==> config.mk <==
export PLATFORM = sky130hd
export DESIGN_NAME = avc_top
export DESIGN_NICKNAME = d
export VERILOG_FILES = /design/src/rtl/avc_pkg.sv /design/src/rtl/avc_addr_slot.sv /design/src/rtl/avc_group.sv /design/src/rtl/avc_top.sv
export SDC_FILE = /design/constraint.sdc
export NUM_CORES = 1
export LEC_CHECK = 0
export BUFFER_PORTS_ARGS = -buffer_cell sky130_fd_sc_hd__buf_2
export CELL_PAD_IN_SITES_DETAIL_PLACEMENT = 0
export CELL_PAD_IN_SITES_GLOBAL_PLACEMENT = 1
export CORE_ASPECT_RATIO = 1.1
export CORE_UTILIZATION = 42
export CTS_CLUSTER_SIZE = 10
export DETAILED_ROUTE_END_ITERATION = 10
export PLACE_DENSITY = 0.92
export SETUP_SLACK_MARGIN = 0.3
export SYNTH_ARGS = -nofsm -noshare
export SYNTH_HDL_FRONTEND = slang
export SYNTH_SLANG_ARGS = --single-unit
==> constraint.sdc <==
create_clock -name clk -period 4.93 [get_ports clk]
set_clock_uncertainty 0.05 [all_clocks]
set_input_delay 0.493 -clock clk [delete_from_list [all_inputs] [get_ports clk]]
set_output_delay 0.493 -clock clk [all_outputs]
set_load 0.01 [all_outputs]
==> src/rtl/avc_pkg.sv <==
`timescale 1ns/1ps
package avc_pkg;
  localparam int unsigned FLAG_W = 16;
  localparam int unsigned RA_W   = 7;

  typedef logic [RA_W-1:0] roff_t;

  // Defined flag bits of each group (bit position is software-visible)
  localparam logic [FLAG_W-1:0] NC_USED = 16'h1C7F;
  localparam logic [FLAG_W-1:0] C_USED  = 16'h0007;

  localparam roff_t OFF_NC_FLAG = 7'h00;
  localparam roff_t OFF_NC_SET  = 7'h02;
  localparam roff_t OFF_NC_CLR  = 7'h04;
  localparam roff_t OFF_NC_EN   = 7'h06;
  localparam roff_t OFF_C_FLAG  = 7'h20;
  localparam roff_t OFF_C_SET   = 7'h22;
  localparam roff_t OFF_C_CLR   = 7'h24;
  localparam roff_t OFF_C_EN    = 7'h26;
  localparam roff_t OFF_C_ADDR0 = 7'h28;

  function automatic int unsigned ones(logic [FLAG_W-1:0] m);
    int unsigned c;
    c = 0;
    for (int unsigned k = 0; k < FLAG_W; k++) if (m[k]) c++;
    return c;
  endfunction

  // Position of the n-th set bit of m
  function automatic int unsigned nth_set(logic [FLAG_W-1:0] m, int unsigned n);
    int unsigned c;
    int unsigned pos;
    c   = 0;
    pos = 0;
    for (int unsigned k = 0; k < FLAG_W; k++) begin
      if (m[k]) begin
        if (c == n) pos = k;
        c++;
      end
    end
    return pos;
  endfunction

  // Offset of the non-controller address register for event index i
  function automatic roff_t nc_addr_off(int unsigned i);
    if (i < 7)       return roff_t'(8 + 2 * i);
    else if (i == 7) return roff_t'(8'h1C);
    else if (i == 8) return roff_t'(8'h3A);
    else             return roff_t'(8'h3C);
  endfunction
endpackage

==> src/rtl/avc_addr_slot.sv <==
`timescale 1ns/1ps
module avc_addr_slot #(
  parameter int unsigned AW = 32
) (
  input  logic          clk,
  input  logic          rst,
  input  logic          load,
  input  logic [AW-1:0] din,
  output logic [AW-1:0] q
);
  always_ff @(posedge clk) begin
    if (rst)       q <= '0;
    else if (load) q <= din;
  end
endmodule

==> src/rtl/avc_group.sv <==
`timescale 1ns/1ps
module avc_group #(
  parameter int unsigned FW   = avc_pkg::FLAG_W,
  parameter logic [FW-1:0] USED = '1,
  parameter int unsigned NT   = 1,
  parameter int unsigned AW   = 32
) (
  input  logic             clk,
  input  logic             rst,
  input  logic [NT-1:0]    evt,
  input  logic [NT*AW-1:0] evt_addr,
  input  logic             set_we,
  input  logic             clr_we,
  input  logic             en_we,
  input  logic [FW-1:0]    wdata,
  output logic [FW-1:0]    flags,
  output logic [FW-1:0]    enables,
  output logic [NT*AW-1:0] cap_addr,
  output logic             irq
);
  logic [NT-1:0] flag_q, en_q, set_c, clr_c, wen_c;
  logic          irq_q;
  logic          unused_wdata;

  assign unused_wdata = ^(wdata & ~USED);

  for (genvar i = 0; i < NT; i++) begin : g_type
    localparam int unsigned B = avc_pkg::nth_set(USED, i);

    assign set_c[i]   = set_we & wdata[B];
    assign clr_c[i]   = clr_we & wdata[B];
    assign wen_c[i]   = wdata[B];
    assign flags[B]   = flag_q[i];
    assign enables[B] = en_q[i];

    avc_addr_slot #(.AW(AW)) u_slot (
      .clk  (clk),
      .rst  (rst),
      .load (evt[i] & ~flag_q[i]),
      .din  (evt_addr[i*AW +: AW]),
      .q    (cap_addr[i*AW +: AW])
    );

    assert_evt_sets_flag_R1: assert property (@(posedge clk) disable iff (rst)
      evt[i] |=> flags[B]);
    assert_first_addr_kept_R2: assert property (@(posedge clk) disable iff (rst)
      flag_q[i] |=> $stable(cap_addr[i*AW +: AW]));
    assert_clear_drops_flag_R4: assert property (@(posedge clk) disable iff (rst)
      (clr_c[i] && !evt[i] && !set_c[i]) |=> !flags[B]);
    assert_evt_beats_clear_R5: assert property (@(posedge clk) disable iff (rst)
      (evt[i] && clr_c[i]) |=> flags[B]);
  end

  for (genvar k = 0; k < FW; k++) begin : g_rsvd
    if (!USED[k]) begin : g_zero
      assign flags[k]   = 1'b0;
      assign enables[k] = 1'b0;
    end
  end

  always_ff @(posedge clk) begin
    if (rst) begin
      flag_q <= '0;
      en_q   <= '0;
      irq_q  <= 1'b0;
    end else begin
      flag_q <= evt | set_c | (flag_q & ~clr_c);
      if (en_we) en_q <= wen_c;
      irq_q  <= |(flag_q & en_q);
    end
  end

  assign irq = irq_q;

  assert_no_enable_no_irq_R9: assert property (@(posedge clk) disable iff (rst)
    (en_q == '0) |=> !irq);
endmodule

==> src/rtl/avc_top.sv <==
`timescale 1ns/1ps
module avc_top #(
  parameter int unsigned AW = 32,
  parameter int unsigned DW = 32,
  localparam int unsigned NC_N = avc_pkg::ones(avc_pkg::NC_USED),
  localparam int unsigned C_N  = avc_pkg::ones(avc_pkg::C_USED)
) (
  input  logic                     clk,
  input  logic                     rst,
  input  logic                     priv_en,
  input  logic                     reg_wr,
  input  logic                     reg_rd,
  input  logic [avc_pkg::RA_W-1:0] reg_addr,
  input  logic [DW-1:0]            reg_wdata,
  output logic [DW-1:0]            reg_rdata,
  input  logic [NC_N-1:0]          nc_evt,
  input  logic [NC_N*AW-1:0]       nc_evt_addr,
  input  logic [C_N-1:0]           c_evt,
  input  logic [C_N*AW-1:0]        c_evt_addr,
  output logic                     irq_nc,
  output logic                     irq_c
);
  import avc_pkg::*;

  localparam int unsigned FW = FLAG_W;

  logic          wr_ok;
  logic [FW-1:0] wd;
  logic [FW-1:0] nc_flags, nc_en, c_flags, c_en;
  logic [NC_N*AW-1:0] nc_cap;
  logic [C_N*AW-1:0]  c_cap;
  logic [DW-1:0] rd_mux;
  logic [DW-1:0] rdata_q;
  logic          unused_wdata_hi;

  assign wr_ok           = reg_wr & priv_en;
  assign wd              = reg_wdata[FW-1:0];
  assign unused_wdata_hi = ^reg_wdata;

  avc_group #(.FW(FW), .USED(NC_USED), .NT(NC_N), .AW(AW)) u_nc (
    .clk      (clk),
    .rst      (rst),
    .evt      (nc_evt),
    .evt_addr (nc_evt_addr),
    .set_we   (wr_ok && reg_addr == OFF_NC_SET),
    .clr_we   (wr_ok && reg_addr == OFF_NC_CLR),
    .en_we    (wr_ok && reg_addr == OFF_NC_EN),
    .wdata    (wd),
    .flags    (nc_flags),
    .enables  (nc_en),
    .cap_addr (nc_cap),
    .irq      (irq_nc)
  );

  avc_group #(.FW(FW), .USED(C_USED), .NT(C_N), .AW(AW)) u_c (
    .clk      (clk),
    .rst      (rst),
    .evt      (c_evt),
    .evt_addr (c_evt_addr),
    .set_we   (wr_ok && reg_addr == OFF_C_SET),
    .clr_we   (wr_ok && reg_addr == OFF_C_CLR),
    .en_we    (wr_ok && reg_addr == OFF_C_EN),
    .wdata    (wd),
    .flags    (c_flags),
    .enables  (c_en),
    .cap_addr (c_cap),
    .irq      (irq_c)
  );

  always_comb begin
    rd_mux = '0;
    case (reg_addr)
      OFF_NC_FLAG: rd_mux = DW'(nc_flags);
      OFF_NC_EN:   rd_mux = DW'(nc_en);
      OFF_C_FLAG:  rd_mux = DW'(c_flags);
      OFF_C_EN:    rd_mux = DW'(c_en);
      default:     rd_mux = '0;
    endcase
    for (int unsigned i = 0; i < NC_N; i++)
      if (reg_addr == nc_addr_off(i)) rd_mux = DW'(nc_cap[i*AW +: AW]);
    for (int unsigned i = 0; i < C_N; i++)
      if (reg_addr == roff_t'(OFF_C_ADDR0 + 2 * i)) rd_mux = DW'(c_cap[i*AW +: AW]);
  end

  always_ff @(posedge clk) begin
    if (rst)         rdata_q <= '0;
    else if (reg_rd) rdata_q <= rd_mux;
  end

  assign reg_rdata = rdata_q;

  assert_nopriv_enable_hold_R7: assert property (@(posedge clk) disable iff (rst)
    (reg_wr && !priv_en) |=> ($stable(nc_en) && $stable(c_en)));
  assert_set_reads_zero_R3: assert property (@(posedge clk) disable iff (rst)
    (reg_rd && (reg_addr == OFF_NC_SET || reg_addr == OFF_C_SET)) |=> (reg_rdata == '0));
  assert_clr_reads_zero_R4: assert property (@(posedge clk) disable iff (rst)
    (reg_rd && (reg_addr == OFF_NC_CLR || reg_addr == OFF_C_CLR)) |=> (reg_rdata == '0));
  assert_rdata_hold_R11: assert property (@(posedge clk) disable iff (rst)
    !reg_rd |=> $stable(reg_rdata));
endmodule

# [After elaboration in Yosys (flattened, before gate mapping)]
# Cells that the tools add are included.
[word_totals] in_bits=473 wordCells=126 reg_bits=476 output_inout_bits=34
[classes] bitwise=63 muxes=14 reduce_logical=9 n_eq_ne=20
[ops] cell="two-way mux 32 bit" count=13
[ops] cell="== test 7 x 6 -> 1 bit (second input constant)" count=9
[ops] cell="one-hot mux 13 bit (4 select lines)" count=1
[ops] cell="bitwise AND 1 bit" count=40
[ops] cell="== test 7 x 4 -> 1 bit (second input constant)" count=4
[ops] cell="== test 7 x 5 -> 1 bit (second input constant)" count=4
[ops] cell="bitwise AND 10 bit" count=2
[ops] cell="bitwise OR 10 bit" count=2
[ops] cell="== test 7 x 3 -> 1 bit (second input constant)" count=2
[ops] cell="inverter 1 bit" count=13
[ops] cell="inverter 10 bit" count=1
[ops] cell="OR reduction 10 bit" count=1
[ops] cell="== test 7 x 2 -> 1 bit (second input constant)" count=1
[ops] cell="zero test 7 bit" count=1
[ops] cell="bitwise AND 3 bit" count=2
[ops] cell="logical AND 1 bit" count=6
[ops] cell="bitwise OR 3 bit" count=2
[ops] cell="inverter 3 bit" count=1
[ops] cell="OR reduction 3 bit" count=1

# [Logic depth before layout (Yosys ltp)]
# Gate-level depths: netlist of the first run.
[logic_depth] depth_word=15 ltp_mapped=10

# [Hierarchy]
# Synthesis of the first run repeated with hierarchy kept, for this count alone.
[hier_totals] hier_cells=2380 hier_area_um2=22565.4
[modules_own_cells] mod="avc_addr_slot" cells_each=103 n_inst=13 area_each_um2=1163.6 seq_area_each_um2=640.6
[modules_own_cells] mod="avc_top" cells_each=882 n_inst=1 area_each_um2=5982.0 seq_area_each_um2=640.6
[modules_own_cells] mod="avc_group (u_nc)" cells_each=105 n_inst=1 area_each_um2=978.4 seq_area_each_um2=420.4
[modules_own_cells] mod="avc_group (u_c)" cells_each=54 n_inst=1 area_each_um2=478.0 seq_area_each_um2=140.1

# [Worst setup path before layout of the first run]
# OpenSTA, ideal clock, no wires.
[synth_path] path_kind="input to register" from="input reg_addr[5] (netlist name)" to="register rdata_q[2] (netlist: reg_rdata[2])" setup_slack_ns=2.719 cell_stages=8 arrival_time_ns=2.076 t_required_ns=4.794 setup_ns=0.086 n_path_buf=3 cell_sequence="buf_2 > or3_4 > buf_6 > or3_4 > buf_6 > o32ai_2 > nor3_1 > a211oi_1"
[synth_between] elab_chain_len=15 word_cells_on_any_way=31
[synth_rtl] element="start: declaration" line="avc_top.sv:13" rtl="input logic [avc_pkg::RA_W-1:0] reg_addr,"
[synth_rtl] element="== test 7 x 6 -> 1 bit, or another cell as far along" line="avc_top.sv:72" rtl="case (reg_addr)"
[synth_rtl] element="one-hot mux 13 bit (4 select lines)" line="avc_top.sv:72"
[synth_rtl] element="two-way mux 32 bit (10 in a row)" line="avc_top.sv:80" rtl="if (reg_addr == nc_addr_off(i)) rd_mux = DW'(nc_cap[i*AW +: AW]);"
[synth_rtl] element="two-way mux 32 bit (2 in a row)" line="avc_top.sv:82" rtl="if (reg_addr == roff_t'(OFF_C_ADDR0 + 2 * i)) rd_mux = DW'(c_cap[i*AW +: AW]);"
[synth_rtl] element="two-way mux 32 bit *" line="avc_top.sv:82"
[synth_rtl] element="end signal: assignment" line="avc_top.sv:87" rtl="else if (reg_rd) rdata_q <= rd_mux;"
[synth_rtl] element="end: declaration" line="avc_top.sv:33" rtl="logic [DW-1:0] rdata_q;"
# Every way passes the cells marked *; elsewhere a longest branch is shown, timed or not.
# A chain may end at the register's enable or synchronous reset.

# [Final worst setup path of the first run]
[layout_path] from="input reg_addr[3] (netlist name)" to="register rdata_q[2] (netlist: reg_rdata[2])"
# The elaborated chain is that of the path after synthesis.

==> flow_summary.ini, run 1 <==
[run_status]
status = finished, final reports clean

[clock_tree]
clk_pin_slew_ns = 0.06
cts_tree = done
clock_sinks = 476
cts_root_buf = clkbuf_16
cts_max_level = 2
cts_made_buffers = 54
ctsResizeCount = 0
ctsHoldBuffers = 0
postCtsSetupBuffers = 0
cts_buffer_depth = 3
insertion_delay_ns = 0.62

[cells_and_area]
fin_nets = 3606
drive_gt1_share_pct = 20.94
n_fill_cell = 4870
design_area_um2 = 25150
multi_input_area_um2 = 10480
final_common_cell = nand2_1
area_growth_syn_to_layout_pct = 20.32
area.sequential_um2 = 9529
layout_common_cells = nand2_1 (889), a21oi_1 (507), buf_2 (483)

[worst_setup_path]
cp-startpoint = reg_addr[3]
crit_required_ns = 5.41
critical_path_arrival_ns = 3.60
worstSetupEndpointType = flip-flop
r2r-start = u_nc.g_type[1].u_slot.q[17]
crit_path_max_fanout = 42
path_class = in2reg
start_kind = input pin

[timing]
fin_crit_ns = 3.125
finalHoldViolCount = 0
rsz0062_at_grt = false
setup_viol = 0
relSlewSlack_pct = 29.03
tns_ns = 0
max_freq_mhz = 320.0
tightest_slew_ns = 1.050
slew_viol_final = 0
period_share_pct = 63.39

[detailed_routing]
remaining_drc_errors = 0
drtAntennaViolNets = 0
routed_wl_mm = 88.12
drt_pass1_iterations = 7
first_iter_violations = 2418
num_vias = 22200
wl_per_cell_um = 23.20
viasPerCell = 5.843

[yosys]
synth_enable_flop_cells = 0
seq_area_frac_synth_pct = 45.59
ys.flop_type = dfxtp_1
syn_avg_cell_area_um2 = 7.536
synthCells = 2774
ys_ff_latch = 476
async_reset_ff_share_pct = 0
synth_nets = 3247
syn_area_um2 = 20900
ys_types = 71
yosys_warnings = 0

[grt]
grtUsageTotal_pct = 33.58
grt_pass1_vias = 20760
grt_antenna_before_repair = 4
grt_max_degree = 141
grt_pass1_wl_mm = 129.1
overflow = 0

[power_and_ir_drop]
switchingPower_w = 0.002399
power.leakage_nw = 9.747
combPwrFrac_pct = 12.1
seq_power_share_pct = 47.6
p_sw_share_pct = 27.21
pwr-share-clk_pct = 40.3
power_w = 0.008815
power.internal_w = 0.006416
ir_worst_vdd_mv = 0.2479
powerDensity_nw_per_um2 = 350.5

[min_path]
hold_class = in2reg
hp-start = nc_evt_addr[168]

[placed_design]
place.gp.congestion = 0.9266
place_area_um2 = 23700
place_hpwl_mm = 65.32
numPortBuffers = 484

[floorplanning]
die_area_um2 = 50670
die_y_um = 236.0
core_um2 = 49030
placementRows = 85
io_pins = 507
chipWidth_um = 214.7
initial_core_util_pct = 42.64

[job]
drv_cap = 0
==> cells in the mapped netlist, types with 8 or more instances <==
cell type  number  area, um2
buf_1          37      138.9
a22o_1         18      157.7
mux2_2         10      112.6
nor4_1         12      75.07
nor2b_1        21      131.4
a21oi_1       507       2537
a221oi_1       20      175.2
o2bb2ai_1      28      245.2
or3b_2          9      78.83
o22ai_1        21      131.4
clkbuf_1      164      615.6
a211oi_1       18      135.1
o211ai_1       17      127.6
o221a_2        10      112.6
o21ai_0        82      410.4
nand2_1       889       3337
o22a_1         18      157.7
a22oi_1        38      285.3
dfxtp_1       476       9529
nor2_1         78      292.8
a221o_1        18      180.2
a31oi_1         8      50.05
nand2b_1       50      312.8
mux2i_1        26      260.3
nor3_1         60      300.3
buf_2          31      155.2
nand3_1        14      70.07
==> kinds of logic (layout without fill, tap and decap cells) <==
kind of cell	Yosys count	after routing	synth area share [%]
AO/OA/AOI/OAI	834	834	23.82
buffers and inverters	243	612	4.663
AND/OR/NAND/NOR	1184	1184	24.11
multiplexers	36	36	1.784
other	0	4	0
XOR/XNOR	1	1	0.04191
flip-flops	476	476	45.59
==> worst paths after layout <==
check	cells after the start	end	slack [ns]
setup / recovery	6	reg_rdata[2]	1.80
hold / removal	3	u_nc.g_type[5].u_slot.q[8]	0.07
setup reg to reg	5	reg_rdata[17]	2.94
hold reg to reg	2	u_nc.g_type[8].u_slot.q[15]	0.40
==> power groups by stage <==
stage                     clock network (W)  registers [W]  logic [W]
after floorplan                           0        0.00422   0.000580
after global placement                    0        0.00427    0.00104
after detailed placement                  0        0.00427    0.00105
after CTS                           0.00358        0.00419    0.00105
after global routing                0.00374        0.00421    0.00115
final                               0.00355        0.00419    0.00107
==> final cells by class <==
type | count | area share, %
multi-input cells | 2055 | 41.66
flip-flops and latches | 476 | 37.89
repair buffers | 539 | 11.31
clock buffers | 63 | 5.587
well taps | 652 | 3.243
clock inverters | 3 | 0.1642
inverters | 7 | 0.1045
diodes | 4 | 0.03980
==> layer usage <==
layer	share of wire, %	GRT usage (%)	vias to the layer above	wire length (um)
met5	0	0	-	0
met3	9.8	5.210	188	8672
li1	-	-	10210	-
met1	41	44.88	10500	35900
met4	4.5	15.52	0	3976
met2	45	53.10	1303	39570
==> stage by stage <==
stage               utilization [%]  setup WS (ns)  cells  hold WS [ns]
floorplan                         -          2.719   2774        0.3819
global placement              48.33          1.343   3729        0.3890
detailed placement            48.33          1.317   3729        0.3950
CTS                           51.28          1.931   3795       0.04942
global route                  51.30          1.755   3799       0.06646
finish                        51.30          1.805   3799       0.06512
==> worst max-delay path, cell delays in order <==
cell	delay (ns)
buf_2	0.64
nor4bb_4	0.93
nand2_1	0.72
o211ai_1	0.45
nor3_1	0.10
a211oi_1	0.23
==> state kept, by name (all words and copies together) (netlist names) <==
signal	flops
u_c.en_q	3
reg_rdata	32
u_c.g_type.u_slot.q	96
u_nc.g_type.u_slot.q	320
u_nc.irq	1
u_c.irq	1
u_nc.en_q	10
u_c.flag_q	3
u_nc.flag_q	10
No activity file was read; power rests on OpenSTA's default activity.
==> run 2, diff against run 1 <==
--- a/config.mk
+++ b/config.mk
@@ -5,14 +5,15 @@
 export SDC_FILE = /design/constraint.sdc
 export NUM_CORES = 1
 export LEC_CHECK = 0
+export ABC_AREA = 1
 export BUFFER_PORTS_ARGS = -buffer_cell sky130_fd_sc_hd__buf_2
 export CELL_PAD_IN_SITES_DETAIL_PLACEMENT = 0
 export CELL_PAD_IN_SITES_GLOBAL_PLACEMENT = 1
 export CORE_ASPECT_RATIO = 1.1
-export CORE_UTILIZATION = 42
+export CORE_UTILIZATION = 34
 export CTS_CLUSTER_SIZE = 10
 export DETAILED_ROUTE_END_ITERATION = 10
-export PLACE_DENSITY = 0.92
+export PLACE_DENSITY = 0.83
 export SETUP_SLACK_MARGIN = 0.3
 export SYNTH_ARGS = -nofsm -noshare
 export SYNTH_HDL_FRONTEND = slang
==> constraint.sdc (replaced) <==
create_clock -name clk -period 2.7 [get_ports clk]
set_clock_uncertainty 0.05 [all_clocks]
set_input_delay 0.27 -clock clk [delete_from_list [all_inputs] [get_ports clk]]
set_output_delay 0.27 -clock clk [all_outputs]
set_load 0.01 [all_outputs]
==> run 2 against run 1 <==
- wire length up 1.3%
- hold slack got worse by 0.0088 ns
- power grew 92%
- global-route usage shrank 4.2 points
- critical endpoint unchanged
- final cell count increased by 21%
- cell area grew 18%
- worst setup slack lost 1.3 ns
- largest cell class is now sequential cells
- largest power group unchanged
- die area rose by 17%
- synthesized cell count is 3.7% higher
==> flow_summary.ini, run 2 <==
[yosys]
ys_ff_latch = 476
synth.most_common_cell = nor2_1
synthCells = 2878
synthTopCellsByCount = nor2_1 (765), dfxtp_1 (476), o21ai_0 (459)
syn_avg_cell_area_um2 = 6.895
yosys.area_share.simple_pct = 27.57
synthTopCellsByArea = dfxtp_1 (48%), nor2_1 (14%), o21ai_0 (12%)
synth_top_family_by_area = simple AND/OR/NAND/NOR gates
synth-xor-area-share_pct = 0
synth_compound_area_share_pct = 17.01
yosys_warnings = 0
ys_types = 31
ys.flop_type = dfxtp_1
synth_top_area_share_pct = 48.02
synth_enable_flop_cells = 0
async_reset_ff_share_pct = 0
syn_area_um2 = 19840
seq_area_frac_synth_pct = 48.02
yosysTopAreaCell = dfxtp_1
synth_mux_area_share_pct = 0
synth_fa_ha_area_share_pct = 0
synth_nets = 3351

[timing]
rsz0062_at_grt = false
worst_slack_ns = 0.4635
fin_crit_ns = 2.237
max_freq_mhz = 447.1
setup_viol = 0
finalHoldViolCount = 0
period_share_pct = 82.83
relSlewSlack_pct = 31.50
tightest_slew_ns = 1.026
slew_viol_final = 0

[floorplanning]
initial_core_util_pct = 34.55
core_um2 = 57440
placementRows = 92
chipWidth_um = 232.3
die_area_um2 = 59330
io_pins = 507
die_y_um = 255.4

[cells_and_area]
largest_register_ffs = 320
area_growth_syn_to_layout_pct = 49.69
final_common_cell = nor2_1
stdcell_count = 4584
drive_gt1_share_pct = 18.02
n_fill_cell = 5527
fin_nets = 4283
design_area_um2 = 29700
layout_common_cells = nor2_1 (758), buf_2 (484), dfxtp_1 (476)
fin_util_pct = 51.71
top_register = u_nc.g_type.u_slot.q

[placed_design]
pre_cts_ws_ns = -0.1852
place_area_um2 = 23550
place_hpwl_mm = 61.75
place.gp.congestion = 0.9184
dp.cells = 4047
numPortBuffers = 484

[power_and_ir_drop]
pwr-share-clk_pct = 40.0
switchingPower_w = 0.004483
ir_worst_vdd_mv = 0.4443
power.leakage_nw = 13.06
p_sw_share_pct = 26.55
power.internal_w = 0.01240
seq_power_share_pct = 46.1
combPwrFrac_pct = 13.9
powerDensity_nw_per_um2 = 568.4

[grt]
grt_pass1_vias = 22670
grtUsageTotal_pct = 29.39
grt_max_degree = 86
grt_antenna_before_repair = 4
overflow = 0
grt_pass1_wl_mm = 133.2

[detailed_routing]
remaining_drc_errors = 0
num_vias = 23070
drtAntennaViolNets = 0
first_iter_violations = 1817
drt_pass1_iterations = 5
viasPerCell = 5.034
wl_per_cell_um = 19.47
routed_wl_mm = 89.26

[worst_setup_path]
worstSetupEndpointType = flip-flop
start_kind = flip-flop
path_class = reg2reg
crit_required_ns = 3.11
crit_path_max_fanout = 4
critical_path_arrival_ns = 2.65

[job]
drv_cap = 0

[clock_tree]
cts_root_buf = clkbuf_16
clk_pin_slew_ns = 0.06
cts_made_buffers = 55
cts_max_level = 2
cts_tree = done
clock_sinks = 476
cts_buffer_depth = 3
insertion_delay_ns = 0.62

[run_status]
status = finished, final reports clean

[min_path]
hold_class = in2reg
run 2: cell count changes after synthesis, moves of 21 or more:
cell       change
nor2_1       +687
o2bb2ai_1     -28
mux2i_1       -26
nand4_1       +66
nor2b_1       -21
o21ai_0      +377
a21oi_1      -322
nor3_1        -49
buf_1         -32
a22oi_1       -38
nand3_1       +74
nand2b_1      -50
inv_1        +181
nand2_1      -495
run 2: worst max-delay path: stages (launching register included):
cell     delay (ns)
dfxtp_1        0.35
nand3_1        0.10
nand2_1        0.06
nor2_1         0.13
buf_4          0.14
nand4_1        0.09
nand2_1        0.16
nand4_1        0.28
nor3_1         0.23
buf_4          0.16
nand4_1        0.18
nand2_1        0.12
a21oi_1        0.06
run 2: per-stage QoR:
step                TNS, ns  total power [W]  hold WS [ns]
detailed placement  -0.7861         0.009672        0.3902
global placement    -0.5132         0.009656        0.3858
floorplan                 0         0.008768        0.3549
global route              0          0.01750       0.06929
CTS                       0          0.01689      0.003514
finish                    0          0.01688       0.05632
run 2: metal layers:
layer | track usage (%) | vias up | part of all wire [%]
li1 | - | 11160 | -
met5 | 0 | - | 0
met3 | 3.449 | 214 | 6.4
met2 | 48.69 | 1014 | 47
met1 | 37.64 | 10690 | 41
met4 | 14.11 | 0 | 5.1
run 2: final timing paths:
| kind | start | endpoint | slack [ns] | cells past startpoint |
|---|---|---|---|---|
| min reg2reg | u_nc.g_type[7].u_slot.q[20] | u_nc.g_type[7].u_slot.q[20] | 0.40 | 2 |
| max reg2reg | u_c.flag_q[2] | reg_rdata[2] | 0.46 | 12 |
| min | nc_evt_addr[120] | u_nc.g_type[3].u_slot.q[24] | 0.06 | 3 |
| max | u_c.flag_q[2] | reg_rdata[2] | 0.46 | 12 |
run 2: power by group through the flow:
| stage | sequential, W | combinational (W) | clock, W |
|---|---|---|---|
| after floorplan | 0.00785 | 0.000923 | 0 |
| after global placement | 0.00792 | 0.00173 | 0 |
| after detailed placement | 0.00792 | 0.00175 | 0 |
| after CTS | 0.00778 | 0.00228 | 0.00683 |
| after global routing | 0.00783 | 0.00256 | 0.00711 |
| final | 0.00778 | 0.00234 | 0.00676 |
run 2: cell families after synthesis:
group / after synthesis
AND/OR/NAND/NOR: 1354
AO/OA/AOI/OAI: 668
flip-flops: 476
buffers and inverters: 380
run 2: area by class of cell:
class	instances	area, um2	share of cell area, %
Tap cell	752	940.9	3.168
Sequential cell	476	9529	32.08
Clock buffer	66	1428	4.806
Multi-Input combinational cell	2022	8877	29.89
Timing Repair Buffer	1053	8028	27.03
Antenna cell	8	20.02	0.06740
Inverter	202	765.7	2.578
Clock inverter	5	115.1	0.3875
run 2: timing repair:
action | in CTS | in global routing
endpoints found under the setup margin | 0 | 1
hold endpoints to repair | 440 | 0
setup buffers | 0 | 0
hold buffers | 458 | 0
gates resized for setup | 0 | 1
==> run 3, diff against run 2 <==
--- a/config.mk
+++ b/config.mk
@@ -10,10 +10,10 @@
 export CELL_PAD_IN_SITES_DETAIL_PLACEMENT = 0
 export CELL_PAD_IN_SITES_GLOBAL_PLACEMENT = 1
 export CORE_ASPECT_RATIO = 1.1
-export CORE_UTILIZATION = 34
+export CORE_UTILIZATION = 37
 export CTS_CLUSTER_SIZE = 10
 export DETAILED_ROUTE_END_ITERATION = 10
-export PLACE_DENSITY = 0.83
+export PLACE_DENSITY = 0.86
 export SETUP_SLACK_MARGIN = 0.3
 export SYNTH_ARGS = -nofsm -noshare
 export SYNTH_HDL_FRONTEND = slang
==> constraint.sdc (replaced) <==
create_clock -name clk -period 2.2 [get_ports clk]
set_clock_uncertainty 0.05 [all_clocks]
set_input_delay 0.22 -clock clk [delete_from_list [all_inputs] [get_ports clk]]
set_output_delay 0.22 -clock clk [all_outputs]
set_load 0.01 [all_outputs]
==> run 3 against run 2 <==
- die area fell by 8.0%
- first-iteration DRC count rose by 15%
- global-route usage rose by 2.5 points
- sequential power rose by 23%
- maximum frequency rose by 11%
- clock power rose by 20%
- final cell count fell by 0.63%
- sequential share of layout area fell by 0.62 points
- hold slack barely moved
- largest cell class unchanged
==> flow_summary.ini, run 3 (synthesis results as in run 2) <==
[run_status]
status = finished, final reports clean

[job]
drv_cap = 0

[min_path]
hold_path_depth = 3
hold_class = in2reg
hp-start = nc_evt_addr[118]
min_to = u_nc.g_type[3].u_slot.q[22]

[placed_design]
place_hpwl_mm = 62.85
place_area_um2 = 23880
pre_cts_ws_ns = -0.5409
place.gp.congestion = 0.9159
numPortBuffers = 484

[timing]
tns_ns = 0
period_share_pct = 91.65
worst_slack_ns = 0.1838
tightest_slew_ns = 1.114
setup_viol = 0
max_freq_mhz = 496.0
slew_viol_final = 0
fin_crit_ns = 2.016
rsz0062_at_grt = true
finalHoldViolCount = 0
relSlewSlack_pct = 25.65

[worst_setup_path]
start_kind = flip-flop
r2r_cells = 12
r2r-end = reg_rdata[2]
r2r-start = u_c.flag_q[2]
worstSetupEndpointType = flip-flop
reg2reg_slack_ns = 0.18
crit_required_ns = 2.62
crit_path_max_fanout = 2
critical_path_arrival_ns = 2.44
path_class = reg2reg

[floorplanning]
placementRows = 88
die_area_um2 = 54560
chipWidth_um = 222.8
initial_core_util_pct = 37.62
io_pins = 507
core_um2 = 52740
die_y_um = 244.9

[power_and_ir_drop]
power_w = 0.02061
power.leakage_nw = 13.47
powerDensity_nw_per_um2 = 678.8
ir_worst_vdd_mv = 0.5870

[cells_and_area]
top_register = u_nc.g_type.u_slot.q
layout_common_cells = nor2_1 (731), buf_2 (481), dfxtp_1 (460)
final_common_cell = nor2_1
drive_gt1_share_pct = 21.70
fin_nets = 4337
largest_register_ffs = 320
area_growth_syn_to_layout_pct = 53.02
fin_util_pct = 57.57
design_area_um2 = 30360

[clock_tree]
cts_root_buf = clkbuf_16
cts_tree = done
insertion_delay_ns = 0.63
cts_max_level = 2
clk_pin_slew_ns = 0.06
cts_made_buffers = 55
cts_buffer_depth = 3
clock_sinks = 476

[grt]
gr-usage-met1_pct = 40.17
met3_usage_pct = 4.465
grt_pass1_wl_mm = 133.2
grt_pass1_vias = 22730
grt.busiest_layer = met2
grtUsageTotal_pct = 31.93
met2_usage_pct = 53.45
grt_max_degree = 84
grt_antenna_before_repair = 4
overflow = 0

[detailed_routing]
routed_wl_mm = 90.01
viasPerCell = 5.143
wl_per_cell_um = 19.76
drtAntennaViolNets = 0
remaining_drc_errors = 0
drt_pass1_iterations = 6
num_vias = 23430
first_iter_violations = 2093
## run 3: worst max path at each step
| stage | startpoint | end | slack (ns) | cells past startpoint |
|---|---|---|---|---|
| CTS | reg_addr[6] | reg_rdata[3] | 0.26 | 18 |
| detailed placement | reg_addr[6] | reg_rdata[3] | -0.54 | 18 |
| global placement | reg_addr[6] | reg_rdata[3] | -0.55 | 18 |
| finish | u_c.flag_q[2] | reg_rdata[2] | 0.18 | 12 |
| floorplan | reg_addr[0] | reg_rdata[15] | 0.55 | 11 |
| global route | u_c.flag_q[2] | reg_rdata[2] | 0.04 | 12 |
## run 3: cell type report
cell class / instances / area, um2
clock inverter: 7 / 92.59
inverter: 202 / 769.5
multi-input combinational: 2022 / 9150
antenna: 4 / 10.01
clock buffer: 62 / 1413
timing repair buffer: 1107 / 8533
fill: 4829 / 22380
tap: 675 / 844.6
sequential: 476 / 9552
## run 3: stage by stage
| step | hold slack (ns) | instances |
|---|---|---|
| CTS | 0.01757 | 4539 |
| finish | 0.05603 | 4555 |
| detailed placement | 0.3914 | 4020 |
| global placement | 0.3886 | 4020 |
| global route | 0.02496 | 4555 |
| floorplan | 0.3049 | 2878 |
## run 3: metal layers
layer	wire length [um]	up-vias	share of wire, %
met5	0	-	0
met4	4616	0	5.1
met3	5875	222	6.5
met2	42210	1039	47
met1	37310	10930	41
li1	-	11230	-
## run 3: power breakdown
| group | switching [W] | total, W | internal, W |
|---|---|---|---|
| sequential | 0.000312 | 0.00957 | 0.00926 |
| combinational | 0.00158 | 0.00294 | 0.00135 |
| clock | 0.00360 | 0.00811 | 0.00451 |
## run 3: repair_timing
action / CTS / global route
hold buffers: 450 / 0
gates cloned: 0 / 1
setup buffers: 0 / 11
endpoints found under the hold margin: 443 / 0
resized for setup: 23 / 97
endpoints found under the setup margin: 14 / 30
pin swaps: 1 / 61
## run 3: worst max-delay path, cell delays in order, from the launching register on
cell,delay [ns]
dfxtp_1,0.31
nand3_1,0.09
nand2_1,0.06
nor2_1,0.10
buf_4,0.13
nand4_1,0.11
nand2_1,0.12
nand4_1,0.26
nor3_2,0.20
buf_4,0.15
nand4_1,0.15
nand2_1,0.10
a21oi_1,0.06
